`config.mk`:
```
export PLATFORM = sky130hd
export DESIGN_NAME = noise_lfsr_2ph
export DESIGN_NICKNAME = d
export VERILOG_FILES = /design/src/rtl/noise_lfsr_pkg.sv /design/src/rtl/noise_phase_ctrl.sv /design/src/rtl/noise_fade_timer.sv /design/src/rtl/noise_sr_core.sv /design/src/rtl/noise_lfsr_2ph.sv
export SDC_FILE = /design/constraint.sdc
export NUM_CORES = 1
export LEC_CHECK = 0
export ABC_AREA = 1
export BUFFER_PORTS_ARGS = -buffer_cell sky130_fd_sc_hd__buf_2
export CELL_PAD_IN_SITES_DETAIL_PLACEMENT = 1
export CELL_PAD_IN_SITES_GLOBAL_PLACEMENT = 1
export CORE_ASPECT_RATIO = 1.2
export CORE_MARGIN = 5
export CORE_UTILIZATION = 36
export CTS_CLUSTER_DIAMETER = 200
export DETAILED_ROUTE_END_ITERATION = 16
export PLACE_DENSITY_LB_ADDON = 0.15
export REMOVE_ABC_BUFFERS = 1
export SLEW_MARGIN = 10
export SYNTH_ARGS = -nofsm -noshare
export SYNTH_HDL_FRONTEND = slang
export SYNTH_HIERARCHICAL = 1
export SYNTH_SLANG_ARGS = --single-unit
export TNS_END_PERCENT = 100
```
`constraint.sdc`:
```
create_clock -name clk -period 3.9 [get_ports clk]
set_input_delay 0.195 -clock clk [delete_from_list [all_inputs] [get_ports clk]]
set_output_delay 0.195 -clock clk [all_outputs]
set_load 0.02 [all_outputs]
```
`src/rtl/noise_lfsr_pkg.sv`:
```
package noise_lfsr_pkg;
   localparam int unsigned SR_W   = 23;
   localparam int unsigned TAP_HI = 22;
   localparam int unsigned TAP_LO = 17;

   typedef logic [SR_W-1:0] sr_t;

   function automatic logic [7:0] sr_to_noise(input sr_t r);
      return {r[20], r[18], r[14], r[11], r[9], r[5], r[2], r[0]};
   endfunction

   function automatic sr_t sr_fold_up(input sr_t r);
      return r | {r[SR_W-2:0], 1'b1};
   endfunction

   function automatic sr_t sr_step(input sr_t l, input logic force_fb);
      return {l[SR_W-2:0], (l[TAP_HI] | force_fb) ^ l[TAP_LO]};
   endfunction
endpackage

```
`src/rtl/noise_phase_ctrl.sv`:
```
module noise_phase_ctrl (
   input  logic clk,
   input  logic rst_n,
   input  logic acc_rise_i,
   input  logic test_i,
   output logic rise_edge_o,
   output logic hold_o,
   output logic release_o,
   output logic do_latch_o,
   output logic do_commit_o
);
   logic s1_q, s2_q, tq_q;

   always_ff @(posedge clk) begin
      if (!rst_n) begin
         s1_q <= 1'b0;
         s2_q <= 1'b0;
         tq_q <= 1'b0;
      end else begin
         tq_q <= test_i;
         if (test_i) begin
            s1_q <= 1'b0;
            s2_q <= 1'b0;
         end else begin
            s1_q <= acc_rise_i;
            s2_q <= s1_q;
         end
      end
   end

   always_comb begin
      rise_edge_o = test_i & ~tq_q;
      hold_o      = test_i & tq_q;
      release_o   = ~test_i & tq_q;
      do_latch_o  = ~test_i & s1_q;
      do_commit_o = ~test_i & ~tq_q & s2_q;
   end

   a_r6_pulse_ignored: assert property (@(posedge clk) disable iff (!rst_n)
      test_i |=> !s1_q);
   a_r4_pipeline_flush: assert property (@(posedge clk) disable iff (!rst_n)
      test_i |=> !s2_q);
   a_r2_phase_order: assert property (@(posedge clk) disable iff (!rst_n)
      s2_q |-> $past(s1_q));
endmodule

```
`src/rtl/noise_fade_timer.sv`:
```
module noise_fade_timer #(
   parameter int unsigned HOLD_CNT = 50000,
   parameter int unsigned FADE_CNT = 15000,
   localparam int unsigned CNT_W = $clog2((HOLD_CNT > FADE_CNT ? HOLD_CNT : FADE_CNT) + 1)
) (
   input  logic clk,
   input  logic rst_n,
   input  logic rise_edge_i,
   input  logic hold_i,
   input  logic fill_full_i,
   output logic fire_o
);
   logic [CNT_W-1:0] cnt_q;

   initial begin
      assert (HOLD_CNT > 0) else $error("HOLD_CNT must be nonzero");
      assert (FADE_CNT > 0) else $error("FADE_CNT must be nonzero");
   end

   always_ff @(posedge clk) begin
      if (!rst_n) begin
         cnt_q <= '0;
      end else if (rise_edge_i) begin
         cnt_q <= CNT_W'(HOLD_CNT);
      end else if (hold_i) begin
         if (cnt_q != '0)
            cnt_q <= cnt_q - 1'b1;
         else if (!fill_full_i)
            cnt_q <= CNT_W'(FADE_CNT);
      end
   end

   assign fire_o = hold_i && (cnt_q == '0);

   a_r7_cnt_bound: assert property (@(posedge clk) disable iff (!rst_n)
      (cnt_q <= CNT_W'(HOLD_CNT)) || (cnt_q <= CNT_W'(FADE_CNT)));
   a_r8_fade_reload: assert property (@(posedge clk) disable iff (!rst_n)
      (fire_o && !fill_full_i && !rise_edge_i) |=> cnt_q == CNT_W'(FADE_CNT));
   a_r7_hold_load: assert property (@(posedge clk) disable iff (!rst_n)
      rise_edge_i |=> cnt_q == CNT_W'(HOLD_CNT));
endmodule

```
`src/rtl/noise_sr_core.sv`:
```
module noise_sr_core
   import noise_lfsr_pkg::*;
(
   input  logic clk,
   input  logic rst_n,
   input  logic rise_edge_i,
   input  logic hold_i,
   input  logic release_i,
   input  logic do_latch_i,
   input  logic do_commit_i,
   input  logic fire_i,
   output logic fill_full_o,
   output sr_t  reg_o
);
   sr_t reg_q, lat_q, reg_d, lat_d, folded;

   assign folded      = sr_fold_up(reg_q);
   assign fill_full_o = &folded;

   always_comb begin
      reg_d = reg_q;
      if (hold_i && fire_i)
         reg_d = folded;
      else if (release_i)
         reg_d = sr_step(lat_q, 1'b1);
      else if (do_commit_i)
         reg_d = sr_step(lat_q, 1'b0);
   end

   always_comb begin
      lat_d = lat_q;
      if (rise_edge_i || do_latch_i)
         lat_d = reg_q;
      else if (hold_i)
         lat_d = reg_d;
   end

   always_ff @(posedge clk) begin
      if (!rst_n) begin
         reg_q <= {{(SR_W-1){1'b1}}, 1'b0};
         lat_q <= '1;
      end else begin
         reg_q <= reg_d;
         lat_q <= lat_d;
      end
   end

   assign reg_o = reg_q;

   a_r7_fill_keeps_ones: assert property (@(posedge clk) disable iff (!rst_n)
      (hold_i && fire_i) |=> ((reg_q & $past(reg_q)) == $past(reg_q)) && reg_q[0]);
   a_r5_release_fb: assert property (@(posedge clk) disable iff (!rst_n)
      release_i |=> reg_q[0] == ~$past(lat_q[TAP_LO]));
   a_r4_hold_stable: assert property (@(posedge clk) disable iff (!rst_n)
      (hold_i && !fire_i) |=> $stable(reg_q));
   a_r8_full_sticks: assert property (@(posedge clk) disable iff (!rst_n)
      (hold_i && (&reg_q)) |=> (&reg_q));
endmodule

```
`src/rtl/noise_lfsr_2ph.sv`:
```
module noise_lfsr_2ph
   import noise_lfsr_pkg::*;
#(
   parameter bit          NEWER_MODEL = 1'b0,
   parameter int unsigned HOLD_OLD    = 50000,
   parameter int unsigned FADE_OLD    = 15000,
   parameter int unsigned HOLD_NEW    = 986000,
   parameter int unsigned FADE_NEW    = 314300,
   parameter int unsigned OUT_W       = 12
) (
   input  logic             clk,
   input  logic             rst_n,
   input  logic             acc_rise_i,
   input  logic             test_i,
   output logic [OUT_W-1:0] noise_o
);
   localparam int unsigned NOISE_LSB = 4;

   initial begin
      assert (OUT_W >= 12) else $error("OUT_W must hold bits 11..4");
   end

   logic rise_edge, hold, rel, do_latch, do_commit, fire, fill_full;
   sr_t  sr;

   noise_phase_ctrl u_ctrl (
      .clk         (clk),
      .rst_n       (rst_n),
      .acc_rise_i  (acc_rise_i),
      .test_i      (test_i),
      .rise_edge_o (rise_edge),
      .hold_o      (hold),
      .release_o   (rel),
      .do_latch_o  (do_latch),
      .do_commit_o (do_commit)
   );

   generate
      if (NEWER_MODEL) begin : g_new
         noise_fade_timer #(.HOLD_CNT(HOLD_NEW), .FADE_CNT(FADE_NEW)) u_timer (
            .clk(clk), .rst_n(rst_n), .rise_edge_i(rise_edge), .hold_i(hold),
            .fill_full_i(fill_full), .fire_o(fire));
      end else begin : g_old
         noise_fade_timer #(.HOLD_CNT(HOLD_OLD), .FADE_CNT(FADE_OLD)) u_timer (
            .clk(clk), .rst_n(rst_n), .rise_edge_i(rise_edge), .hold_i(hold),
            .fill_full_i(fill_full), .fire_o(fire));
      end
   endgenerate

   noise_sr_core u_core (
      .clk         (clk),
      .rst_n       (rst_n),
      .rise_edge_i (rise_edge),
      .hold_i      (hold),
      .release_i   (rel),
      .do_latch_i  (do_latch),
      .do_commit_i (do_commit),
      .fire_i      (fire),
      .fill_full_o (fill_full),
      .reg_o       (sr)
   );

   always_comb begin
      noise_o = '0;
      noise_o[NOISE_LSB +: 8] = sr_to_noise(sr);
   end

   a_r1_reset_word: assert property (@(posedge clk)
      !rst_n |=> noise_o[11:0] == 12'hFE0);
endmodule

```
==> reports/metrics.csv <==
metric;value;unit
hold_class;in2reg;
leakagePower;1.866;nW
clk_path_buf_depth;2;
synth.most_common_cell;nand2_1;
p_switching;0.0005290;W
worstSetupPathType;reg2reg;
hold_viol;0;
pre_cts_slack;1.296;ns
grtUsageTotal;18.93;%
path_max_fanout;25;
slew_violations;0;
pwr-share-seq;39.5;%
cp.arrival;2.83;ns
pwr-share-comb;15.7;%
synth_edf_count;0;
chipWidth;102.1;um
routed_wl;10850;um
p_sw_share;27.94;%
internal-power;0.001365;W
outcome;finished clean;
path_clk_slew;0.05;ns
drtIter0Drc;160;
drc;0;
synth_area;3661;um2
synth.top_cell.area_share;35.54;%
worst_pin_slew;1.102;ns
grt_max_degree;41;
ys_ff_latch;65;
core-area;9960;um2
ys.warnings.count;6;
area_growth;10.18;%
synthesis.instances;581;
dieArea;12290;um2
min_period;2.607;ns
io_pins;16;
hold_ws;0.08452;ns
ant_nets;0;
synth_cell_types;33;
synthFlopType;dfxtp_1;
synth_area_leaders;dfxtp_1 (36%), nand2_1 (22%), nand3_1 (8.7%);
rsz0062_at_grt;false;
critical_path.startpoint_type;flip-flop;
cts_tree;built;
routed_via_density;5.239;
grt_overflow;0;
fin_tns_setup;0;ns
cts_resized;0;
num_vias;3725;
worst_r2r_startpoint;g_old.u_timer/cnt_q[0];
hold_start;acc_rise_i;
fin_ws;1.293;ns
yosysTopAreaCell;dfxtp_1;
cts_sinks;65;
cts_buffers;9;
endpoint_kind;flip-flop;
ir_drop;178.9;uV
drive_above_1_share;8.718;%
num_rows;40;
post_cts_buffers;0;
clockPowerShare;44.8;%
synth-seq-area-share;35.54;%
cts_hold_buf;0;
dp_hpwl;7090;um
dieHeight;120.5;um
antenna_found_initial;0;
initial_utilization;36.76;%
fin_skew;0.007339;ns
max_cap_viol_count;0;
port_buffers;11;
post-route-period-util;66.84;%
totalPowerFinal;0.001894;W
fmax;383.6;MHz
htreeDepth;3;
power_density;469.4;nW/um2
cts_root_buffer;clkbuf_16;
synth_area_per_cell;6.301;um2
drt-pass1-iter-count;6;
grt_pass1_vias;3866;
startpoint;g_old.u_timer/cnt_q[0];
instances_no_fill;711;
grt_pass1_wl;18480;um
wl_per_cell;15.27;um
nets;586;
antenna_cells;0;
placed_cells;696;
report.final.setup_viol;0;
async_flop_share;0;%
crit_required;4.12;ns
synthTopCellsByCount;nand2_1 (219), nor2_1 (74), dfxtp_1 (65);
clock_latency;0.33;ns
slew_headroom;26.47;%
gp_congestion;0.8104;
## path summary, 6_finish.rpt
| kind | to | slack, ns | cells past startpoint |
|---|---|---|---|
| setup / recovery | u_core/lat_q[19] | 1.29 | 12 |
| hold / removal | u_ctrl/s1_q | 0.08 | 3 |
| setup reg to reg | u_core/lat_q[19] | 1.29 | 12 |
| hold reg to reg | u_ctrl/s2_q | 0.46 | 2 |
## final cells by class
type | count | area [um2]
clock buffers | 13 | 280.3
clock inverters | 2 | 35.03
fillers | 1337 | 5926
inverters | 34 | 127.6
multi-input cells | 456 | 2047
flip-flops and latches | 65 | 1301
well taps | 126 | 157.7
repair buffers | 15 | 85.08
## stage by stage
| step | area, um2 | util, % |
|---|---|---|
| 2_1_floorplan | 3471 | - |
| 3_3_place_gp | 3719 | 37.34 |
| 3_5_place_dp | 3719 | 37.34 |
| 4_1_cts | 4034 | 40.50 |
| 5_1_grt | 4034 | 40.50 |
| 6_report | 4034 | 40.50 |
## worst max-delay path, cell delays in order (launching register included)
cell and delay (ns):
dfxtp_1 0.33, inv_1 0.10, ha_1 0.20, nand2_2 0.15
nor2_2 0.22, nand4_1 0.20, nor3_1 0.20, nand2_1 0.09
buf_4 0.27, inv_2 0.37, nand3_1 0.18, nand3_1 0.13
nand2_1 0.06
## power groups by stage
stage	sequential (W)	combinational, W	clock [W]
after floorplan	0.000756	0.000212	0
after global placement	0.000761	0.000288	0
after detailed placement	0.000762	0.000298	0
after CTS	0.000749	0.000301	0.000875
after global routing	0.000756	0.000340	0.000905
final	0.000749	0.000297	0.000847
## sequential cells by signal, indices dropped and copies added (netlist names)
| register | count |
|---|---|
| u_ctrl/s1_q | 1 |
| g_old.u_timer/cnt_q | 16 |
| u_core/reg_o | 23 |
| u_ctrl/tq_q | 1 |
| u_ctrl/s2_q | 1 |
| u_core/lat_q | 23 |
## cell families (layout without fill, tap and decap cells)
logic type      after synthesis  in the layout  share of synthesized area, %
xor+xnor                      3              3                        0.7178
compound gates               68             68                         10.42
fa+ha+maj                     1              1                        0.3417
other cells                   1              4                        0.1024
simple gates                380            380                         43.88
flops                        65             65                         35.54
buf+inv                      63             64                         8.988
## routing by layer
metal  track usage [%]  part of all wire, %  routed length, um  up-vias
li1                  -                    -                  -     1878
met1             21.93                   44               4740     1808
met3             3.405                  1.8                199       10
met5                 0                    0                  0        -
met4             6.891                  1.5                165        0
met2             34.11                   53               5749       29
## cells in the final DEF, fill, tap and decap left out
cell type	n
a21boi_0	1
a21oi_1	13
a31oi_1	23
buf_2	11
buf_4	4
bufinv_16	1
clkbuf_16	9
clkbuf_8	4
clkinv_1	1
clkinv_2	1
conb_1	4
dfxtp_1	65
ha_1	1
inv_1	28
inv_2	5
nand2_1	219
nand2_2	3
nand2_4	1
nand3_1	64
nand3_2	1
nand3b_1	3
nand4_1	4
nor2_1	72
nor2_2	6
nor2_4	1
nor2_8	1
nor3_1	2
nor3_2	1
nor3_4	1
o211ai_1	1
o21ai_0	27
o21bai_1	3
or2_2	1
xor2_1	3
(Power assumes the default switching activity.)
